`src/rtl/csr_file_pkg.sv`:
```
package csr_file_pkg;

  localparam int CSR_ADDR_W = 12;

  typedef enum logic [1:0] {
    OP_WRITE = 2'd0,
    OP_SET   = 2'd1,
    OP_CLEAR = 2'd2,
    OP_READ  = 2'd3
  } csr_op_e;

  typedef enum logic [1:0] {
    SRC_NONE  = 2'd0,
    SRC_BANK  = 2'd1,
    SRC_CYCLE = 2'd2,
    SRC_HART  = 2'd3
  } csr_src_e;

  localparam logic [1:0] LVL_U = 2'd0;
  localparam logic [1:0] LVL_S = 2'd1;
  localparam logic [1:0] LVL_M = 2'd3;

  localparam int NUM_SLOTS = 19;
  localparam int SLOT_W    = $clog2(NUM_SLOTS);
  typedef logic [SLOT_W-1:0] slot_t;

  localparam slot_t SL_MSTATUS  = slot_t'(0);
  localparam slot_t SL_MISA     = slot_t'(1);
  localparam slot_t SL_MEDELEG  = slot_t'(2);
  localparam slot_t SL_MIDELEG  = slot_t'(3);
  localparam slot_t SL_MIE      = slot_t'(4);
  localparam slot_t SL_MTVEC    = slot_t'(5);
  localparam slot_t SL_MSCRATCH = slot_t'(6);
  localparam slot_t SL_MEPC     = slot_t'(7);
  localparam slot_t SL_MCAUSE   = slot_t'(8);
  localparam slot_t SL_MTVAL    = slot_t'(9);
  localparam slot_t SL_MIP      = slot_t'(10);
  localparam slot_t SL_SEDELEG  = slot_t'(11);
  localparam slot_t SL_SIDELEG  = slot_t'(12);
  localparam slot_t SL_STVEC    = slot_t'(13);
  localparam slot_t SL_SSCRATCH = slot_t'(14);
  localparam slot_t SL_SEPC     = slot_t'(15);
  localparam slot_t SL_SCAUSE   = slot_t'(16);
  localparam slot_t SL_STVAL    = slot_t'(17);
  localparam slot_t SL_SATP     = slot_t'(18);

  localparam logic [31:0] SUP_STATUS_MASK = 32'h000D_E162;
  localparam logic [31:0] SUP_INT_MASK    = 32'h0000_0222;
  localparam logic [31:0] DELEG_WR_MASK   = 32'h0000_0666;

endpackage

```
`src/rtl/csr_addr_decode.sv`:
```
module csr_addr_decode
  import csr_file_pkg::*;
#(
  parameter int XLEN = 32
) (
  input  logic [CSR_ADDR_W-1:0] addr,
  input  logic [1:0]            priv,
  output csr_src_e              src,
  output slot_t                 slot,
  output logic [XLEN-1:0]       rd_mask,
  output logic [XLEN-1:0]       wr_mask,
  output logic                  priv_ok,
  output logic                  read_only
);

  localparam logic [XLEN-1:0] M_ALL   = '1;
  localparam logic [XLEN-1:0] M_SSTAT = XLEN'(SUP_STATUS_MASK);
  localparam logic [XLEN-1:0] M_SINT  = XLEN'(SUP_INT_MASK);
  localparam logic [XLEN-1:0] M_DELEG = XLEN'(DELEG_WR_MASK);

  // Level needed for the access sits in bits [9:8]; bits [11:10]
  // equal to 2'b11 mark the address as read-only.
  assign priv_ok   = (addr[9:8] <= priv);
  assign read_only = (addr[11:10] == 2'b11);

  always_comb begin
    src     = SRC_BANK;
    slot    = SL_MSTATUS;
    rd_mask = M_ALL;
    wr_mask = M_ALL;
    case (addr)
      12'h300: slot = SL_MSTATUS;
      12'h100: begin
        slot    = SL_MSTATUS;
        rd_mask = M_SSTAT;
        wr_mask = M_SSTAT;
      end
      12'h301: slot = SL_MISA;
      12'h302: slot = SL_MEDELEG;
      12'h303: begin
        slot    = SL_MIDELEG;
        wr_mask = M_DELEG;
      end
      12'h304: slot = SL_MIE;
      12'h104: begin
        slot    = SL_MIE;
        rd_mask = M_SINT;
        wr_mask = M_SINT;
      end
      12'h305: slot = SL_MTVEC;
      12'h340: slot = SL_MSCRATCH;
      12'h341: slot = SL_MEPC;
      12'h342: slot = SL_MCAUSE;
      12'h343: slot = SL_MTVAL;
      12'h344: slot = SL_MIP;
      12'h144: begin
        slot    = SL_MIP;
        rd_mask = M_SINT;
        wr_mask = M_SINT;
      end
      12'h102: slot = SL_SEDELEG;
      12'h103: slot = SL_SIDELEG;
      12'h105: slot = SL_STVEC;
      12'h140: slot = SL_SSCRATCH;
      12'h141: slot = SL_SEPC;
      12'h142: slot = SL_SCAUSE;
      12'h143: slot = SL_STVAL;
      12'h180: slot = SL_SATP;
      12'hC00: src  = SRC_CYCLE;
      12'hF14: src  = SRC_HART;
      default: src  = SRC_NONE;
    endcase
  end

endmodule

```
`src/rtl/csr_cycle_count.sv`:
```
module csr_cycle_count #(
  parameter int W = 32
) (
  input  logic         clk,
  input  logic         rst_n,
  output logic [W-1:0] count
);

  always_ff @(posedge clk or negedge rst_n) begin
    if (!rst_n) count <= '0;
    else        count <= count + W'(1);
  end

endmodule

```
`src/rtl/csr_reg_bank.sv`:
```
module csr_reg_bank
  import csr_file_pkg::*;
#(
  parameter int              XLEN       = 32,
  parameter logic [XLEN-1:0] MISA_RESET = XLEN'(32'h4014_1101)
) (
  input  logic                            clk,
  input  logic                            rst_n,
  input  logic                            wr_en,
  input  slot_t                           wr_slot,
  input  logic [XLEN-1:0]                 wr_data,
  input  logic                            side_we,
  input  logic                            side_log,
  input  logic                            side_to_sup,
  input  logic [XLEN-1:0]                 side_cause,
  input  logic [XLEN-1:0]                 side_epc,
  input  logic [XLEN-1:0]                 side_tval,
  input  logic [XLEN-1:0]                 side_mstatus,
  input  logic [1:0]                      side_priv,
  output logic [NUM_SLOTS-1:0][XLEN-1:0]  regs,
  output logic [1:0]                      priv
);

  logic [NUM_SLOTS-1:0]            side_hit;
  logic [NUM_SLOTS-1:0][XLEN-1:0]  side_val;

  // Trap-sequencer updates, per slot; these override access writes.
  always_comb begin
    side_hit = '0;
    side_val = '0;
    if (side_we) begin
      side_hit[SL_MSTATUS] = 1'b1;
      side_val[SL_MSTATUS] = side_mstatus;
      if (side_log) begin
        if (side_to_sup) begin
          side_hit[SL_SCAUSE] = 1'b1;
          side_val[SL_SCAUSE] = side_cause;
          side_hit[SL_SEPC]   = 1'b1;
          side_val[SL_SEPC]   = side_epc;
          side_hit[SL_STVAL]  = 1'b1;
          side_val[SL_STVAL]  = side_tval;
        end else begin
          side_hit[SL_MCAUSE] = 1'b1;
          side_val[SL_MCAUSE] = side_cause;
          side_hit[SL_MEPC]   = 1'b1;
          side_val[SL_MEPC]   = side_epc;
          side_hit[SL_MTVAL]  = 1'b1;
          side_val[SL_MTVAL]  = side_tval;
        end
      end
    end
  end

  for (genvar i = 0; i < NUM_SLOTS; i++) begin : g_slot
    localparam logic [XLEN-1:0] RST_VAL =
      (i == int'(SL_MISA)) ? MISA_RESET : '0;
    always_ff @(posedge clk or negedge rst_n) begin
      if (!rst_n)                               regs[i] <= RST_VAL;
      else if (side_hit[i])                     regs[i] <= side_val[i];
      else if (wr_en && (wr_slot == slot_t'(i))) regs[i] <= wr_data;
    end
  end

  always_ff @(posedge clk or negedge rst_n) begin
    if (!rst_n)       priv <= LVL_M;
    else if (side_we) priv <= side_priv;
  end

endmodule

```
`src/rtl/csr_file_ctrl.sv`:
```
module csr_file_ctrl
  import csr_file_pkg::*;
#(
  parameter int              XLEN       = 32,
  parameter logic [XLEN-1:0] MISA_RESET = XLEN'(32'h4014_1101)
) (
  input  logic                  clk,
  input  logic                  rst_n,
  input  logic                  acc_valid,
  input  logic [1:0]            acc_op,
  input  logic [CSR_ADDR_W-1:0] acc_addr,
  input  logic [XLEN-1:0]       acc_wdata,
  input  logic                  acc_src_zero,
  output logic [XLEN-1:0]       acc_rdata,
  output logic                  acc_illegal,
  output logic                  acc_commit,
  input  logic                  side_we,
  input  logic                  side_log,
  input  logic                  side_to_sup,
  input  logic [XLEN-1:0]       side_cause,
  input  logic [XLEN-1:0]       side_epc,
  input  logic [XLEN-1:0]       side_tval,
  input  logic [XLEN-1:0]       side_mstatus,
  input  logic [1:0]            side_priv,
  output logic [1:0]            cur_priv,
  output logic [XLEN-1:0]       cur_mstatus
);

  csr_op_e                         op;
  csr_src_e                        src;
  slot_t                           slot;
  logic [XLEN-1:0]                 rd_mask, wr_mask;
  logic                            priv_ok, read_only;
  logic [NUM_SLOTS-1:0][XLEN-1:0]  regs;
  logic [1:0]                      priv;
  logic [XLEN-1:0]                 cyc;
  logic [XLEN-1:0]                 stored, view, next_view, merged;
  logic                            wants_write, illegal, bank_we;

  assign op = csr_op_e'(acc_op);

  csr_addr_decode #(.XLEN(XLEN)) u_dec (
    .addr      (acc_addr),
    .priv      (priv),
    .src       (src),
    .slot      (slot),
    .rd_mask   (rd_mask),
    .wr_mask   (wr_mask),
    .priv_ok   (priv_ok),
    .read_only (read_only)
  );

  csr_cycle_count #(.W(XLEN)) u_cyc (
    .clk   (clk),
    .rst_n (rst_n),
    .count (cyc)
  );

  assign stored = regs[slot];

  always_comb begin
    case (src)
      SRC_BANK:  view = stored & rd_mask;
      SRC_CYCLE: view = cyc;
      default:   view = '0;
    endcase
  end

  // Set/clear with a zero source never writes, so a read-only
  // address can be read through them without a trap.
  assign wants_write = (op == OP_WRITE) ||
                       (((op == OP_SET) || (op == OP_CLEAR)) && !acc_src_zero);

  assign illegal = acc_valid && (!priv_ok || (read_only && wants_write));

  always_comb begin
    case (op)
      OP_WRITE: next_view = acc_wdata;
      OP_SET:   next_view = view | acc_wdata;
      OP_CLEAR: next_view = view & ~acc_wdata;
      default:  next_view = view;
    endcase
  end

  // Bits outside the alias window keep their stored value.
  assign merged  = (stored & ~wr_mask) | (next_view & wr_mask);
  assign bank_we = acc_valid && !illegal && wants_write && (src == SRC_BANK);

  csr_reg_bank #(.XLEN(XLEN), .MISA_RESET(MISA_RESET)) u_bank (
    .clk          (clk),
    .rst_n        (rst_n),
    .wr_en        (bank_we),
    .wr_slot      (slot),
    .wr_data      (merged),
    .side_we      (side_we),
    .side_log     (side_log),
    .side_to_sup  (side_to_sup),
    .side_cause   (side_cause),
    .side_epc     (side_epc),
    .side_tval    (side_tval),
    .side_mstatus (side_mstatus),
    .side_priv    (side_priv),
    .regs         (regs),
    .priv         (priv)
  );

  assign acc_illegal = illegal;
  assign acc_commit  = acc_valid && !illegal;
  assign acc_rdata   = (acc_valid && !illegal) ? view : '0;
  assign cur_priv    = priv;
  assign cur_mstatus = regs[SL_MSTATUS];

endmodule

```
`config.mk`:
```
export PLATFORM = sky130hd
export DESIGN_NAME = csr_file_ctrl
export DESIGN_NICKNAME = d
export VERILOG_FILES = /design/src/rtl/csr_file_pkg.sv /design/src/rtl/csr_addr_decode.sv /design/src/rtl/csr_cycle_count.sv /design/src/rtl/csr_reg_bank.sv /design/src/rtl/csr_file_ctrl.sv
export SDC_FILE = /design/constraint.sdc
export NUM_CORES = 2
export LEC_CHECK = 0
export CORE_MARGIN = 5
export CORE_UTILIZATION = 45
export DETAILED_ROUTE_END_ITERATION = 10
export PLACE_DENSITY = 0.75
export SLEW_MARGIN = 10
export SYNTH_ARGS = -nofsm -noshare
export SYNTH_HDL_FRONTEND = slang
export SYNTH_SLANG_ARGS = --single-unit
```
`constraint.sdc`:
```
create_clock -name clk -period 9.25 [get_ports clk]
set_input_delay 1.85 -clock clk [delete_from_list [all_inputs] [get_ports clk]]
set_output_delay 1.85 -clock clk [all_outputs]
set_load 0.02 [all_outputs]
```
==> flow_summary_export.csv <==
group,metric,value,unit
setup_path,end_kind,"primary output",
grt,antenna_found_initial,5,
placement,hpwl,94.9,mm
die,io_pins,251,
timing,tns,0,ns
grt,grt_pass1_wl,204,mm
synthesis,synthCells,3877,
setup_path,ff2ff_setup_slack,4.77,ns
synthesis,synth_area_per_cell,8.86,µm²
drt,dr.first_iter.drc_count,5436,
die,die_h,286,µm
cts,cts_tree,"yes",
job,max-cap-violations,0,
placement,place_congestion,1.01,
timing,setup_ws,0.269,ns
cts,clk_pin_slew_worst_paths,0.06,ns
worst_hold_path,min_path_type,"reg -> reg",
finish,area_growth,16.1,%
drt,post_drt_wl_per_cell,27.7,µm
setup_path,worst_ep_arrival_time,7.13,ns
timing,finClkSkew,0.0259,ns
setup_path,crit_path_start_kind,"input pin",
synthesis,synth_edf_count,0,
timing,hold_viol,0,
placement,dp_cells,4848,
cts,htree_levels,3,
setup_path,crit-reg2reg-capture,"u_bank.regs[16]$_DFFE_PN0P_",
synthesis,ys_async_sr_fraction,100,%
worst_hold_path,hold_depth,0,
timing,rsz0062_at_grt,"false",
synthesis,synthFlopType,"dfrtp_1",
die,core-area,75800,µm²
finish,postLayoutCoreUtil,52.6,%
timing,slew_headroom,5.16,%
setup_path,cp_slowest_stage_delay,0.98,ns
status,status,"finished clean",
timing,tightest_slew,1.42,ns
timing,drv_slew,0,
finish,final_net_count,4133,
placement,pre_cts_ws,0.476,ns
cts,cts_hold_buf,0,
drt,wl,138,mm
synthesis,ys_types,92,
finish,final_common_cell,"nand2_1",
cts,clock_latency,0.63,ns
setup_path,crit_type,"in -> out",
cts,postCtsSetupBuffers,0,
timing,fin_crit_sh,97.1,%
setup_path,path_cells,"clkdlybuf4s50_1 > or4b_4 > o31a_1 > a21oi_4 > buf_12 > mux2i_1 > o21ai_0 > nor4_1 > a21oi_1 > nor2_1 > clkdlybuf4s50_1",
setup_path,cp.required,7.40,ns
cts,numClockSinks,642,
pwr,leakage,0.0170,µW
cts,post_cts_resized,0,
drt,drc_errors,0,
drt,drt_pass1_iterations,6,
synthesis,netlist_area,34400,µm²
die,num_rows,101,
synthesis,synth_nets,4069,
synthesis,ys_warn_count,0,
worst_hold_path,hold_path_end,"u_bank.regs[126]$_DFFE_PN0P_",
finish,drive_gt1_share,9.36,%
cts,ctsRootBufferMaster,"clkbuf_16",
pwr,vdd_drop_max,0.000128,V
grt,grt-ovfl-total,0,
synthesis,synth-seq-area-share,46.8,%
drt,via_count,32554,
setup_path,r2r-start,"u_bank.priv[1]$_DFFE_PN1P_",
timing,fmax,111,MHz
finish,final_cells,4976,
die,start_util,45.3,%
pwr,finalPower,6880,µW
synthesis,ys_seq_elements,642,
cts,clockBufferDepth,3,
cts,numCtsBuffers,69,
worst_hold_path,hp-start,"u_bank.regs[126]$_DFFE_PN0P_",
timing,setup_viol,0,
grt,track_usage,32.6,%
die,die_w,286,µm
setup_path,cp_max_fo,38,
setup_path,slowest_stage,"nor4_1",
die,die_area,82000,µm²
drt,antenna_left,0,
pwr,power_density,173,nW/µm²
grt,first_global_vias,31086,
timing,min_period,8.98,ns
placement,port-buffer-count,250,
drt,vias_per_cell,6.54,
setup_path,cp_common_cell,"clkdlybuf4s50_1",
setup_path,worst-r2r-cell-count,13,
grt,grt_max_degree,163,
finish,layout_common_cells,"637 x nand2_1, 634 x dfrtp_1, 476 x o21ai_0",
[cells by family after synthesis]
family | share of synthesized area, %
xor+xnor | 0.790
flops | 46.8
buf+inv | 6.42
fa+ha+maj | 0.328
mux | 5.85
compound gates | 23.2
simple gates | 16.6
[per-layer routing]
| layer | GRT usage [%] | vias up | part of all wire, % |
|---|---|---|---|
| met4 | 16.3 | 12 | 6.2 |
| met1 | 44.5 | 15708 | 39 |
| met3 | 13.3 | 505 | 15 |
| li1 | - | 13859 | - |
| met5 | 0 | - | 0.082 |
| met2 | 44.7 | 2470 | 40 |
[critical path: cells and delay by family]
| family | cells | cell delay (ns) |
|---|---|---|
| and+or+nand+nor | 3 | 1.78 |
| buffers and inverters | 3 | 1.65 |
| muxes | 1 | 0.26 |
| AOI/OAI and AO/OA | 4 | 1.51 |
[cell usage after synthesis, types with 12 or more instances]
master      n  area, µm²
a211oi_1   27        203
a21o_1     54        405
a21oi_1   318       1590
a221o_1    19        190
a22oi_1    23        173
a31oi_1    26        163
a32oi_1    12        105
and3_1    117        732
buf_1      15       56.3
buf_2      49        245
buf_4      40        300
buf_6      27        304
clkbuf_1  245        920
dfrtp_1   634      15900
inv_1      64        240
mux2_2     50        563
mux2i_1   131       1310
nand2_1   640       2400
nand2b_1   14       87.6
nand3_1    87        435
nand4_1    13       81.3
nor2_1    233        875
nor2b_1    17        106
nor3_1     42        210
nor3b_1    13       97.6
o211a_1    19        190
o211ai_1  121        908
o21a_1     20        150
o21ai_0   476       2380
o21ai_1    40        200
o221ai_1   20        175
o22ai_1    13       81.3
or3_1      21        131
xnor2_1    25        219
[worst max-delay path by stage]
stage,start,end
final,acc_addr[0],acc_rdata[0]
after global placement,acc_addr[0],acc_rdata[17]
after CTS,acc_addr[0],acc_rdata[0]
after global routing,acc_addr[0],acc_rdata[0]
after floorplan,acc_addr[11],acc_rdata[14]
after detailed placement,acc_addr[0],acc_rdata[0]
[layout make-up]
cell class              count  area [µm²]
clock buffers             105        2070
well taps                 978        1220
multi-input cells        2788       16300
clock inverters            22         369
inverters                  64         240
flip-flops and latches    642       16100
diodes                      1        2.50
fillers                  6772       35900
repair buffers            376        3640
[stage by stage]
| stage | hold WS (ns) | cell area [µm²] |
|---|---|---|
| after global routing | 0.382 | 39900 |
| after floorplan | 0.424 | 34400 |
| after CTS | 0.377 | 39900 |
| final | 0.372 | 39900 |
| after detailed placement | 0.363 | 37500 |
| after global placement | 0.361 | 37500 |
[sequential cells by signal (all words and copies together), names as in the netlist]
signal       cells
u_bank.regs    608
u_bank.priv      2
u_cyc.count     32
[where the power goes]
part / leakage [µW] / switching [µW] / internal [µW] / total (µW)
clock network: 0.00118 / 1200 / 1800 / 3000
registers: 0.00853 / 105 / 2960 / 3060
logic: 0.00731 / 495 / 322 / 817
No activity file was read; power rests on OpenSTA's default activity.
